### config.mk
export PLATFORM = sky130hd
export DESIGN_NAME = mdio_autopoll
export DESIGN_NICKNAME = d
export VERILOG_FILES = /design/src/rtl/mdio_autopoll_pkg.sv /design/src/rtl/mdio_cfg_regs.sv /design/src/rtl/mdio_mdc_gen.sv /design/src/rtl/mdio_poll_fsm.sv /design/src/rtl/mdio_autopoll.sv
export SDC_FILE = /design/constraint.sdc
export NUM_CORES = 1
export LEC_CHECK = 0
export ABC_AREA = 1
export BUFFER_PORTS_ARGS = -buffer_cell sky130_fd_sc_hd__buf_2
export CAP_MARGIN = 40
export CORE_MARGIN = 4
export CORE_UTILIZATION = 44
export CTS_CLUSTER_DIAMETER = 100
export DETAILED_ROUTE_END_ITERATION = 16
export PLACE_DENSITY = 0.72
export SYNTH_ARGS = -nofsm -noshare
export SYNTH_HDL_FRONTEND = slang
export SYNTH_SLANG_ARGS = --single-unit
### constraint.sdc
create_clock -name clk -period 9.35 [get_ports clk]
set_input_delay 1.4025 -clock clk [delete_from_list [all_inputs] [get_ports clk]]
set_output_delay 1.4025 -clock clk [all_outputs]
set_load 0.02 [all_outputs]
### src/rtl/mdio_autopoll_pkg.sv
package mdio_autopoll_pkg;

    typedef enum logic [2:0] {
        ST_IDLE,
        ST_PREAMBLE,
        ST_HEADER,
        ST_TURN,
        ST_DATA,
        ST_DWELL
    } poll_state_t;

    localparam int PREAMBLE_BITS = 32;
    localparam int HEADER_BITS   = 14;
    localparam int TURN_BITS     = 2;
    localparam int DATA_BITS     = 16;
    localparam int ADDR_BITS     = 5;
    localparam logic [ADDR_BITS-1:0] STATUS_REG = 5'd1;

    // Packed so the first member is the most significant field.
    typedef struct packed {
        logic [2:0] dwell;
        logic [1:0] rate;
        logic       irq_en;
        logic       poll_en;
    } cfg_t;

    localparam int CFG_BITS = $bits(cfg_t);

    localparam cfg_t CFG_RESET = '{dwell: 3'b100, rate: 2'b00, irq_en: 1'b0, poll_en: 1'b0};

    // Gap length in MDC periods for a dwell code; codes past 101 saturate.
    function automatic int unsigned dwell_periods(input logic [2:0] code, input int unsigned base);
        if (code == 3'd0)
            return 0;
        else if (code >= 3'd5)
            return base << 4;
        else
            return base << (int'(code) - 1);
    endfunction

endpackage

### src/rtl/mdio_cfg_regs.sv
module mdio_cfg_regs
    import mdio_autopoll_pkg::*;
(
    input  logic                clk,
    input  logic                rst_n,
    input  logic                soft_rst,
    input  logic                we,
    input  logic [CFG_BITS:0]   wdata,
    input  logic                irq_set,
    output cfg_t                cfg,
    output logic                irq
);

    localparam int CLR_BIT = CFG_BITS;

    always_ff @(posedge clk) begin
        if (!rst_n)
            cfg <= CFG_RESET;
        else if (we)
            cfg <= cfg_t'(wdata[CFG_BITS-1:0]);
    end

    // Set wins over a same-cycle clear so no change event is lost.
    always_ff @(posedge clk) begin
        if (!rst_n || soft_rst)
            irq <= 1'b0;
        else if (irq_set)
            irq <= 1'b1;
        else if (we && wdata[CLR_BIT])
            irq <= 1'b0;
    end

endmodule

### src/rtl/mdio_mdc_gen.sv
module mdio_mdc_gen #(
    parameter int HALF_SLOW = 25,
    parameter int HALF_MID  = 13,
    parameter int HALF_FAST = 7
) (
    input  logic       clk,
    input  logic       rst_n,
    input  logic       soft_rst,
    input  logic       run,
    input  logic [1:0] rate,
    output logic       mdc,
    output logic       rise,
    output logic       fall
);

    localparam int HMAX = (HALF_SLOW > HALF_MID) ?
                          ((HALF_SLOW > HALF_FAST) ? HALF_SLOW : HALF_FAST) :
                          ((HALF_MID  > HALF_FAST) ? HALF_MID  : HALF_FAST);
    localparam int CW = $clog2(HMAX + 1);

    logic [CW-1:0] half;
    logic [CW-1:0] cnt;
    logic          wrap;

    always_comb begin
        unique case (rate)
            2'b01:   half = CW'(HALF_MID);
            2'b10:   half = CW'(HALF_FAST);
            default: half = CW'(HALF_SLOW);
        endcase
    end

    // >= keeps the divider safe if the rate code changes mid half-period.
    assign wrap = run && (cnt >= half - 1'b1);
    assign rise = wrap && !mdc;
    assign fall = wrap && mdc;

    always_ff @(posedge clk) begin
        if (!rst_n || soft_rst || !run) begin
            cnt <= '0;
            mdc <= 1'b0;
        end else if (wrap) begin
            cnt <= '0;
            mdc <= ~mdc;
        end else begin
            cnt <= cnt + 1'b1;
        end
    end

endmodule

### src/rtl/mdio_poll_fsm.sv
module mdio_poll_fsm
    import mdio_autopoll_pkg::*;
#(
    parameter int DWELL_BASE = 128
) (
    input  logic                 clk,
    input  logic                 rst_n,
    input  logic                 soft_rst,
    input  logic                 poll_en,
    input  logic                 irq_en,
    input  logic [2:0]           dwell,
    input  logic [ADDR_BITS-1:0] phy_addr,
    input  logic                 rise,
    input  logic                 fall,
    input  logic                 mdio_i,
    output logic                 mdio_o,
    output logic                 mdio_oe,
    output logic [DATA_BITS-1:0] status,
    output logic                 status_valid,
    output logic                 irq_set
);

    localparam int DW = $clog2(DWELL_BASE * 16) + 1;
    localparam int HW = $clog2(HEADER_BITS);

    poll_state_t          state, nxt;
    logic [DW-1:0]        cnt;
    logic [DW-1:0]        limit;
    logic [DW-1:0]        gap_len;
    logic                 last_bit;
    logic                 done;
    logic [DATA_BITS-1:0] shreg;
    logic [HEADER_BITS-1:0] header;
    logic [HW-1:0]        hidx;

    assign header  = {2'b01, 2'b10, phy_addr, STATUS_REG};
    assign gap_len = DW'(dwell_periods(dwell, DWELL_BASE));
    assign hidx    = HW'(HEADER_BITS - 1) - cnt[HW-1:0];

    always_comb begin
        unique case (state)
            ST_PREAMBLE: limit = DW'(PREAMBLE_BITS);
            ST_HEADER:   limit = DW'(HEADER_BITS);
            ST_TURN:     limit = DW'(TURN_BITS);
            ST_DATA:     limit = DW'(DATA_BITS);
            ST_DWELL:    limit = gap_len;
            default:     limit = DW'(1);
        endcase
    end

    assign last_bit = fall && (cnt >= limit - 1'b1);
    assign done     = poll_en && (state == ST_DATA) && last_bit;

    // Next-state logic.
    always_comb begin
        nxt = state;
        unique case (state)
            ST_IDLE:     if (poll_en)  nxt = ST_PREAMBLE;
            ST_PREAMBLE: if (last_bit) nxt = ST_HEADER;
            ST_HEADER:   if (last_bit) nxt = ST_TURN;
            ST_TURN:     if (last_bit) nxt = ST_DATA;
            ST_DATA:     if (last_bit) nxt = (gap_len == '0) ? ST_PREAMBLE : ST_DWELL;
            ST_DWELL:    if (last_bit) nxt = ST_PREAMBLE;
            default:     nxt = ST_IDLE;
        endcase
        if (!poll_en)
            nxt = ST_IDLE;
    end

    // State register.
    always_ff @(posedge clk) begin
        if (!rst_n || soft_rst)
            state <= ST_IDLE;
        else
            state <= nxt;
    end

    // Bit counter and data capture.
    always_ff @(posedge clk) begin
        if (!rst_n || soft_rst) begin
            cnt   <= '0;
            shreg <= '0;
        end else begin
            if (state != nxt)
                cnt <= '0;
            else if (fall)
                cnt <= cnt + 1'b1;
            if (state == ST_DATA && rise)
                shreg <= {shreg[DATA_BITS-2:0], mdio_i};
        end
    end

    // Reference status and compare.
    always_ff @(posedge clk) begin
        if (!rst_n || soft_rst) begin
            status       <= '0;
            status_valid <= 1'b0;
        end else if (!poll_en) begin
            status_valid <= 1'b0;
        end else if (done) begin
            status       <= shreg;
            status_valid <= 1'b1;
        end
    end

    // Outputs.
    always_comb begin
        mdio_oe = 1'b0;
        mdio_o  = 1'b0;
        irq_set = done && status_valid && irq_en && (shreg != status);
        unique case (state)
            ST_PREAMBLE: begin
                mdio_oe = 1'b1;
                mdio_o  = 1'b1;
            end
            ST_HEADER: begin
                mdio_oe = 1'b1;
                mdio_o  = header[hidx];
            end
            default: begin
                mdio_oe = 1'b0;
                mdio_o  = 1'b0;
            end
        endcase
    end

endmodule

### src/rtl/mdio_autopoll.sv
module mdio_autopoll
    import mdio_autopoll_pkg::*;
#(
    parameter int HALF_SLOW  = 25,
    parameter int HALF_MID   = 13,
    parameter int HALF_FAST  = 7,
    parameter int DWELL_BASE = 128
) (
    input  logic        clk,
    input  logic        rst_n,
    input  logic        soft_rst,
    input  logic        cfg_we,
    input  logic [7:0]  cfg_wdata,
    input  logic [4:0]  phy_addr,
    output logic [6:0]  cfg_q,
    output logic        mdc,
    output logic        mdio_o,
    output logic        mdio_oe,
    input  logic        mdio_i,
    output logic [15:0] status,
    output logic        status_valid,
    output logic        irq
);

    cfg_t cfg;
    logic mdc_rise;
    logic mdc_fall;
    logic irq_set;

    assign cfg_q = cfg;

    mdio_cfg_regs u_regs (
        .clk      (clk),
        .rst_n    (rst_n),
        .soft_rst (soft_rst),
        .we       (cfg_we),
        .wdata    (cfg_wdata),
        .irq_set  (irq_set),
        .cfg      (cfg),
        .irq      (irq)
    );

    mdio_mdc_gen #(
        .HALF_SLOW (HALF_SLOW),
        .HALF_MID  (HALF_MID),
        .HALF_FAST (HALF_FAST)
    ) u_mdc (
        .clk      (clk),
        .rst_n    (rst_n),
        .soft_rst (soft_rst),
        .run      (cfg.poll_en),
        .rate     (cfg.rate),
        .mdc      (mdc),
        .rise     (mdc_rise),
        .fall     (mdc_fall)
    );

    mdio_poll_fsm #(
        .DWELL_BASE (DWELL_BASE)
    ) u_fsm (
        .clk          (clk),
        .rst_n        (rst_n),
        .soft_rst     (soft_rst),
        .poll_en      (cfg.poll_en),
        .irq_en       (cfg.irq_en),
        .dwell        (cfg.dwell),
        .phy_addr     (phy_addr),
        .rise         (mdc_rise),
        .fall         (mdc_fall),
        .mdio_i       (mdio_i),
        .mdio_o       (mdio_o),
        .mdio_oe      (mdio_oe),
        .status       (status),
        .status_valid (status_valid),
        .irq_set      (irq_set)
    );

endmodule

Word level (Yosys, flattened, before mapping)
Cells that the tools add are included.
- register bits after elaboration: 62
- latch bits: 0
- RAM bits: 0
- bits in read-only memories: 0
- input bits: 18
- output and inout bits: 28
- logic and storage cells: 77
- memories kept: 0
- add/sub/neg operators: 6
- multiply operators: 0
- divide/modulo/power cells: 0
- $lt $le $gt $ge: 4
- eq/ne operators: 9
- shift operators: 1
- multiplexer cells: 18
- bitwise operators: 2
- reduce and logical (&&, ||, !) cells: 25
- operators by type and width (operator ; count):
    $pmux 12 s5 ; 1
    $shl 8x32->12 const A ; 1
    $mux 12 ; 2
    $mux 3 ; 7
    $pmux 3 s6 ; 1
    $ne 16x16->1 ; 1
    $add 12x1->12 const B ; 1
    $ge 12x12->1 ; 1
    $logic_not 12->1 ; 1
    $sub 12x1->12 const B ; 1
    $logic_and 1x1->1 ; 11
    $pmux 5 s2 ; 1
    $reduce_or 2->1 ; 4
    $eq 3x2->1 const B ; 2
    $eq 3x3->1 const B ; 2
    $logic_not 3->1 ; 2
    $add 5x1->5 const B ; 1
    $ge 5x5->1 ; 1
    $lt 4x5->1 const B ; 1
    $sub 5x1->5 const B ; 1
    $bmux 1 s4 ; 1
    $mux 1 ; 4
    $sub 3x1->4 const B ; 1
    $sub 4x4->4 const A ; 1
    other kinds (11) ; 15

Depth between registers and ports, before layout
Gate-level depths: netlist (run 1).
- word-level depth: 13
- gate-level depth with buffers: 27
- gate-level depth less buffers: 26

By module
From an unflattened synthesis (run 1), not the netlist that was laid out.
- cells, all modules: 511
- area total of the unflattened synthesis: 3689.8 um2
- modules (own cells, without submodules) (module ; times used ; cells an instance ; area each (um2)):
    mdio_poll_fsm ; 1 ; 427 ; 3055.4
    mdio_mdc_gen ; 1 ; 48 ; 359.1
    mdio_cfg_regs ; 1 ; 36 ; 275.3

Least setup slack after synthesis (run 1)
OpenSTA, ideal clock, no wires.
- path type: input port to output port
- from: in phy_addr[1]
- to: out mdio_o
- data arrival time: 2201 ps
- required time: 7947 ps
- slack: 5747 ps
- stages: 4
- path buffers: 0
- path through: o21ai_0 > o21ai_0 > o211ai_1 > a21boi_0
- longest elaborated chain between the ends: 3
- ends and longest elaborated chain (element ; RTL line ; text):
    start, declared ; mdio_autopoll.sv:14 ; input logic [4:0] phy_addr,
    $bmux 1 s4 ; mdio_poll_fsm.sv:118 ; mdio_o = header[hidx];
    $mux 1 (implied by the code) ; mdio_poll_fsm.sv:118 ;
    $pmux 1 s2 ; mdio_poll_fsm.sv:111 ; unique case (state)
    end, declared ; mdio_autopoll.sv:17 ; output logic mdio_o,
Every way passes these cells. The select of a mux whose other input is x is not followed.

Worst setup path after layout (run 1)
- from: reg, netlist name u_regs.cfg[4]
- to: reg u_fsm.status[11]
- longest elaborated chain between the ends: 10
- ends and longest elaborated chain (element ; RTL line ; text):
    $sub 3x1->4 ; mdio_autopoll_pkg.sv:38 ; return base << (int'(code) - 1);
    $shl 8x32->12 ; mdio_autopoll_pkg.sv:38 ;
    $mux 12 ; mdio_autopoll_pkg.sv:35 ; else if (code >= 3'd5)
    $mux 12 * ; mdio_autopoll_pkg.sv:33 ; if (code == 3'd0)
    $pmux 12 s5 * ; mdio_poll_fsm.sv:41 ; unique case (state)
    $sub 12x1->12 * ; mdio_poll_fsm.sv:51 ; assign last_bit = fall && (cnt >= limit - 1'b1);
    $ge 12x12->1 * ; mdio_poll_fsm.sv:51 ;
    $logic_and 1x1->1 * ; mdio_poll_fsm.sv:51 ;
    $logic_and 1x1->1 * ; mdio_poll_fsm.sv:52 ; assign done = poll_en && (state == ST_DATA) && last_bit;
    $reduce_and 2->1 (no source line) * ; -- ;
    end signal, assigned ; mdio_poll_fsm.sv:101 ; status <= shreg;
    end, declared ; mdio_poll_fsm.sv:18 ; output logic [DATA_BITS-1:0] status,
Mark *: on every way between the ends. The rest lies on a longest branch, timed or not.
A chain may end at the register's enable or synchronous reset.

==> results of run 1 <==
## kinds of logic after synthesis
| kind of cell | count (synthesis) |
|---|---|
| muxes | 1 |
| buffers and inverters | 105 |
| xor gates and xnor gates | 19 |
| AOI/OAI and AO/OA | 109 |
| adders and majority gates | 26 |
| DFF | 62 |
| and+or+nand+nor | 161 |
## sequential cells by signal (all words and copies together), names as in the netlist
register,cells
u_fsm.status,16
u_mdc.mdc,1
u_mdc.cnt,5
u_regs.cfg,7
u_fsm.shreg,16
u_regs.irq,1
u_fsm.status_valid,1
u_fsm.cnt,12
u_fsm.state,3
## layer usage
metal  GRT usage, %  vias up  wire length [um]
met3           5.98       12               401
met5              0        -                 0
met1           19.1     1409              3390
li1               -     1647                 -
met4           4.75        0                89
met2           27.3       73              3590
## worst max-delay path, delay by kind of cell, from the launching register on
family	cells	cell delay [ns]
flip-flops	1	0.43
AO/OA/AOI/OAI	4	0.63
AND/OR/NAND/NOR	12	1.48
buffers and inverters	2	0.45
adder cells (fa/ha/maj)	3	0.85
## path summary, 6_finish.rpt
check                                                      to                        from
worst max register to register  u_fsm.status[11]$_SDFFE_PP0P_  u_regs.cfg[4]$_SDFFE_PN0P_
worst max-delay path            u_fsm.status[11]$_SDFFE_PP0P_  u_regs.cfg[4]$_SDFFE_PN0P_
worst min register to register        u_mdc.cnt[0]$_SDFF_PP0_     u_mdc.cnt[0]$_SDFF_PP0_
worst min-delay path                  u_mdc.cnt[0]$_SDFF_PP0_     u_mdc.cnt[0]$_SDFF_PP0_
## layout make-up
| class | instances | area, sq um |
|---|---|---|
| Clock inverter | 7 | 98.8 |
| Fill cell | 767 | 3680 |
| Tap cell | 102 | 128 |
| Multi-Input combinational cell | 316 | 1820 |
| Clock buffer | 9 | 124 |
| Sequential cell | 62 | 1240 |
| Inverter | 91 | 342 |
| Timing Repair Buffer | 48 | 259 |
## cell usage after synthesis (2+ instances only)
master / n / area, sq um
ha_1: 26 / 325
buf_6: 2 / 22.5
nand3_1: 16 / 80.1
o2111ai_1: 2 / 17.5
o21ai_0: 45 / 225
nor2_2: 13 / 81.3
a31oi_1: 2 / 12.5
a21boi_0: 2 / 15.0
buf_4: 2 / 15.0
nand2_1: 66 / 248
nand3_2: 2 / 20.0
dfxtp_1: 62 / 1240
nor3_1: 12 / 60.1
clkbuf_1: 9 / 33.8
xor2_1: 19 / 166
a21oi_1: 46 / 230
o22ai_1: 5 / 31.3
nor2_1: 41 / 154
nand4_1: 5 / 31.3
inv_1: 90 / 338
## per-stage QoR
stage / worst slack, ns / hold WS [ns] / util (%) / total power, W
after floorplan: 5.75 / 0.430 / - / 0.000303
after global placement: 5.36 / 0.452 / 48.9 / 0.000313
after detailed placement: 5.52 / 0.452 / 49.3 / 0.000315
after CTS: 5.48 / 0.472 / 52.2 / 0.000579
after global routing: 4.98 / 0.489 / 52.2 / 0.000598
final: 5.42 / 0.465 / 52.2 / 0.000572
## where the power goes
part	internal (W)	switching, W	total [W]
logic	0.0000141	0.0000255	0.0000396
registers	0.000266	0.00000257	0.000269
clock network	0.000151	0.000113	0.000264
total	0.000431	0.000141	0.000572
==> results.yml, run 1 <==
hold_path:
  min_path_type: "reg -> reg"
  min_path_cells: 1
die:
  coreArea_sq_um: 7690
  ios: 46
  die-height_um: 96.9
  initial_core_util_pct: 45.2
  fp-row-count: 32
  fp.dieArea_sq_um: 9390
  die_w_um: 96.9
finish:
  layout.nets: 572
  diodes: 0
  syn2layout_area_growth_pct: 15.3
  mostFrequentLayoutCell: "inv_1"
  stdcell_area_sq_um: 4010
  layout_common_cells: "90 x inv_1, 66 x nand2_1, 62 x dfxtp_1"
  fin_cells: 635
  drive_gt1_share_pct: 15.8
synth:
  synth_edf_count: 0
  ys_warn_count: 0
  synth_top_family_by_area: "simple AND/OR/NAND/NOR gates"
  synthMuxAreaShare_pct: 0.288
  synth-adder-area-share_pct: 9.36
  netlist_area_sq_um: 3480
  async_flop_share_pct: 0
  syn-num-nets: 527
  synthCells: 483
  synth-simple-area-share_pct: 20.8
  synth_seq_cells: 62
  synth_seq_area_share_pct: 35.7
  syn_avg_cell_area_sq_um: 7.20
  synth_cell_type_count: 36
  synth-compound-area-share_pct: 17.0
  synth_ff_type: "dfxtp_1"
  synthXorXnorAreaFrac_pct: 4.79
grt:
  grt_start_max_net_pins: 35
  grt_usage_pct: 16.2
  grt_pass1_vias: 2942
  antenna_found_initial: 0
  grt_overflow: 0
  grt_pass1_wl_um: 12700
cts:
  cts_made_buffers: 9
  cts_tree: "done"
  numClockSinks: 62
  clkLatencyLatePin_ns: 0.35
  clock_path_buffers: 2
  htree_levels: 3
  clkTransAtPathRegs_ns: 0.08
  cts_setup_buffers: 0
  cts.root.buffer_cell: "clkbuf_8"
  holdBufCountCts: 0
  postCtsResizedCells: 0
critical_path:
  critPathLaunchType: "register"
  crit_top_cell: "nand2_1"
  slowest_stage: "dfxtp_1"
  required_ns: 9.60
  path_class: "reg -> reg"
  crit_arrival_ns: 4.18
  r2r_setup_slack_ns: 5.42
  slowest_delay_ns: 0.43
  path_max_fanout: 22
  r2r_cells: 21
  cp_cell_sequence: "inv_1 > ha_1 > ha_1 > nand2_1 > nor2_1 > nand3_1 > nand2_1 > a41oi_1 > nand2_1 > a31oi_1 > nand2_1 > ha_1 > nand2_1 > nor2_2 > and2_1 > nand2_1 > nand3_2 > nand3_1 > buf_8 > o21ai_0 > a21oi_1"
  endpoint_kind: "register"
timing:
  slew_headroom_pct: 62.7
  tightest_slew_ns: 0.558
  setup_viol: 0
  final_max_slew_viol_count: 0
  skew_ns: 0.0151
  tns_ns: 0
  finalCritPeriodShare_pct: 42.0
  clock.fmax_ghz: 0.254
  hold_viol: 0
  period_needed_ns: 3.93
  rsz0062_at_grt: "false"
routing:
  viasPerCell: 4.95
  routed_wl_um: 7470
  drt_pass1_iterations: 4
  drc: 0
  via_count: 3141
  wl_per_cell_um: 11.8
  ant_nets: 0
  drt_iter0_drc: 95
flow_run:
  maxCapViolCount: 0
power_and_ir_drop:
  total_leakage_power_nw: 1.73
  power.density_nw_per_um2: 143
  peakVddDrop_mv: 0.127
placement:
  dpl_cell_area_sq_um: 3790
  dp_hpwl_um: 5650
  dp_cells: 619
  gp_congestion: 0.851
  portBuffers: 45
outcome:
  outcome: "complete, no violations"
Note: power is estimated with default switching activity, not from simulation.
==> run 2: changes to the inputs <==
ABC_AREA = 0   (was 1)
PLACE_DENSITY = 0.71   (was 0.72)
clock period = 3.75 ns   (was 9.35 ns; I/O delays follow)
==> run 2 against run 1 <==
Compared with the run above:
- flip-flop and latch count stayed put
- clock skew is 0.0048 ns lower
- final cell count is 14% lower
==> results.yml, run 2 <==
critical_path:
  slowest_delay_ns: 0.46
  path_class: "reg -> reg"
  crit_arrival_ns: 3.62
  cp_cell_sequence: "inv_1 > ha_1 > ha_1 > nor2b_1 > nand4_1 > and3_1 > o21ai_1 > xor2_1 > ha_1 > a21oi_1 > o21ai_1 > a41oi_1 > nor3_4 > or3_4 > a211oi_1"
  crit_top_cell: "ha_1"
  endpoint_kind: "register"
  required_ns: 4.00
  critPathLaunchType: "register"
  slowest_stage: "or3_4"
  path_max_fanout: 12
timing:
  skew_ns: 0.0102
  setup_viol: 0
  tns_ns: 0
  tightest_slew_ns: 0.679
  final_max_slew_viol_count: 0
  finalCritPeriodShare_pct: 90.0
  slew_headroom_pct: 54.6
  hold_viol: 0
  clock.fmax_ghz: 0.296
  layout_setup_ws_ns: 0.375
  rsz0062_at_grt: "false"
  period_needed_ns: 3.38
cts:
  cts.root.buffer_cell: "clkbuf_8"
  cts_tree: "done"
  clkTransAtPathRegs_ns: 0.08
  numClockSinks: 62
  cts_setup_buffers: 0
  cts_made_buffers: 9
  htree_levels: 3
  holdBufCountCts: 0
  postCtsResizedCells: 0
  clkLatencyLatePin_ns: 0.34
  clock_path_buffers: 2
power_and_ir_drop:
  power.share.sequential_pct: 49.0
  p_total_w: 0.00137
  peakVddDrop_mv: 0.313
  power.density_nw_per_um2: 341
  p_switching_w: 0.000341
  p_comb_share_pct: 6.4
  switching_share_pct: 24.9
  p_int_w: 0.00103
  total_leakage_power_nw: 1.67
  clkPwrFrac_pct: 44.6
routing:
  via_count: 2907
  ant_nets: 0
  wl_per_cell_um: 13.9
  drt_pass1_iterations: 4
  drc: 0
  viasPerCell: 5.31
  routed_wl_um: 7630
  drt_iter0_drc: 193
synth:
  async_flop_share_pct: 0
  synthCells: 403
  syn_avg_cell_area_sq_um: 8.77
  yosysMostFrequentCell: "dfxtp_1"
  netlist_area_sq_um: 3540
  synth_edf_count: 0
  synth_cell_type_count: 49
  synthTopCellsByArea: "dfxtp_1 35%, ha_1 9.2%, mux2i_1 6.8%, xor2_1 5.7%, nor2_1 4.8%"
  ys_warn_count: 0
  synth_ff_type: "dfxtp_1"
  synth_top_area_cell: "dfxtp_1"
  synth_top_area_share_pct: 35.1
  synth_common_cells: "62 x dfxtp_1, 45 x nor2_1, 30 x a21oi_1"
  syn-num-nets: 447
  synth_seq_area_share_pct: 35.1
  synth_seq_cells: 62
grt:
  grt_usage_pct: 16.6
  grt_pass1_vias: 2775
  grt_pass1_wl_um: 13200
  antenna_found_initial: 0
  grt_overflow: 0
  grt_start_max_net_pins: 38
flow_run:
  maxCapViolCount: 0
placement:
  pre_cts_slack_ns: 0.219
  dp_hpwl_um: 5550
  gp_congestion: 0.800
  portBuffers: 45
finish:
  drive_gt1_share_pct: 17.8
  syn2layout_area_growth_pct: 13.6
  largest_registers: "u_fsm.shreg x16, u_fsm.status x16, u_fsm.cnt x12"
  mostFrequentLayoutCell: "dfxtp_1"
  layout_common_cells: "62 x dfxtp_1, 45 x nor2_1, 45 x buf_2"
  layout.nets: 484
  utilization_pct: 51.7
  diodes: 0
die:
  die_w_um: 97.6
  initial_core_util_pct: 45.5
  fp.dieArea_sq_um: 9530
  fp-row-count: 32
  coreArea_sq_um: 7770
  ios: 46
  die-height_um: 97.6
outcome:
  outcome: "complete, no violations"
hold_path:
  min_path_type: "in -> reg"
run 2: cell types whose count changed after synthesis, moves of 8 or more:
cell / delta
a21bo_1: +16
a21oi_1: -16
inv_1: -74
mux2i_1: +23
nand2_1: -45
nand3_1: +10
nor2_2: -12
nor2b_1: +9
o21ai_0: -41
o21ai_1: +8
xnor2_1: +11
run 2: layout make-up:
type,instances,area (sq um)
clock inverters,6,70.1
clock buffers,10,138
repair buffers,50,270
inverters,18,67.6
multi-input cells,299,2100
flip-flops and latches,62,1240
well taps,102,128
fillers,761,3750
run 2: layer usage:
metal,vias up,global-route usage (%),wire (um)
met3,13,3.80,325
met2,59,26.9,3720
met5,-,0,0
met1,1367,21.5,3460
li1,1468,-,-
met4,0,5.86,126
run 2: critical path, delay by kind of cell, from the launching register on:
kind / cells / cell delay (ns)
compound gates: 5 / 0.94
xor+xnor: 1 / 0.09
fa+ha+maj: 3 / 0.67
buf+inv: 1 / 0.07
flops: 1 / 0.33
simple gates: 5 / 1.20
run 2: stage by stage:
step | area [sq um] | cells | hold slack, ns
global placement | 3800 | 531 | 0.446
global route | 4020 | 547 | 0.449
CTS | 4000 | 547 | 0.441
detailed placement | 3800 | 531 | 0.459
floorplan | 3540 | 403 | 0.430
finish | 4020 | 547 | 0.449
run 2: worst paths after layout:
path | end | slack, ns | depth (start not counted) | from
max | u_fsm.cnt[1]$_SDFFE_PP0P_ | 0.37 | 15 | u_regs.cfg[5]$_SDFFE_PN0P_
min | u_regs.cfg[6]$_SDFFE_PN1P_ | 0.45 | 3 | cfg_wdata[6]
max reg2reg | u_fsm.cnt[1]$_SDFFE_PP0P_ | 0.37 | 15 | u_regs.cfg[5]$_SDFFE_PN0P_
min reg2reg | u_mdc.cnt[0]$_SDFF_PP0_ | 0.46 | 1 | u_mdc.cnt[0]$_SDFF_PP0_
run 2: cell families after synthesis:
group	Yosys count	share of synthesized area, %
AO/OA/AOI/OAI	77	15.4
XOR/XNOR	34	8.42
adder cells (fa/ha/maj)	26	9.20
buffers and inverters	42	5.77
flip-flops	62	35.1
multiplexers	24	6.79
AND/OR/NAND/NOR	138	19.3
run 2: power groups by stage:
stage | combinational (W) | sequential [W] | clock [W]
2_1_floorplan | 0.0000578 | 0.000687 | 0
3_3_place_gp | 0.0000849 | 0.000685 | 0
3_5_place_dp | 0.0000875 | 0.000685 | 0
4_1_cts | 0.0000881 | 0.000670 | 0.000619
5_1_grt | 0.0000995 | 0.000671 | 0.000651
6_report | 0.0000880 | 0.000670 | 0.000610
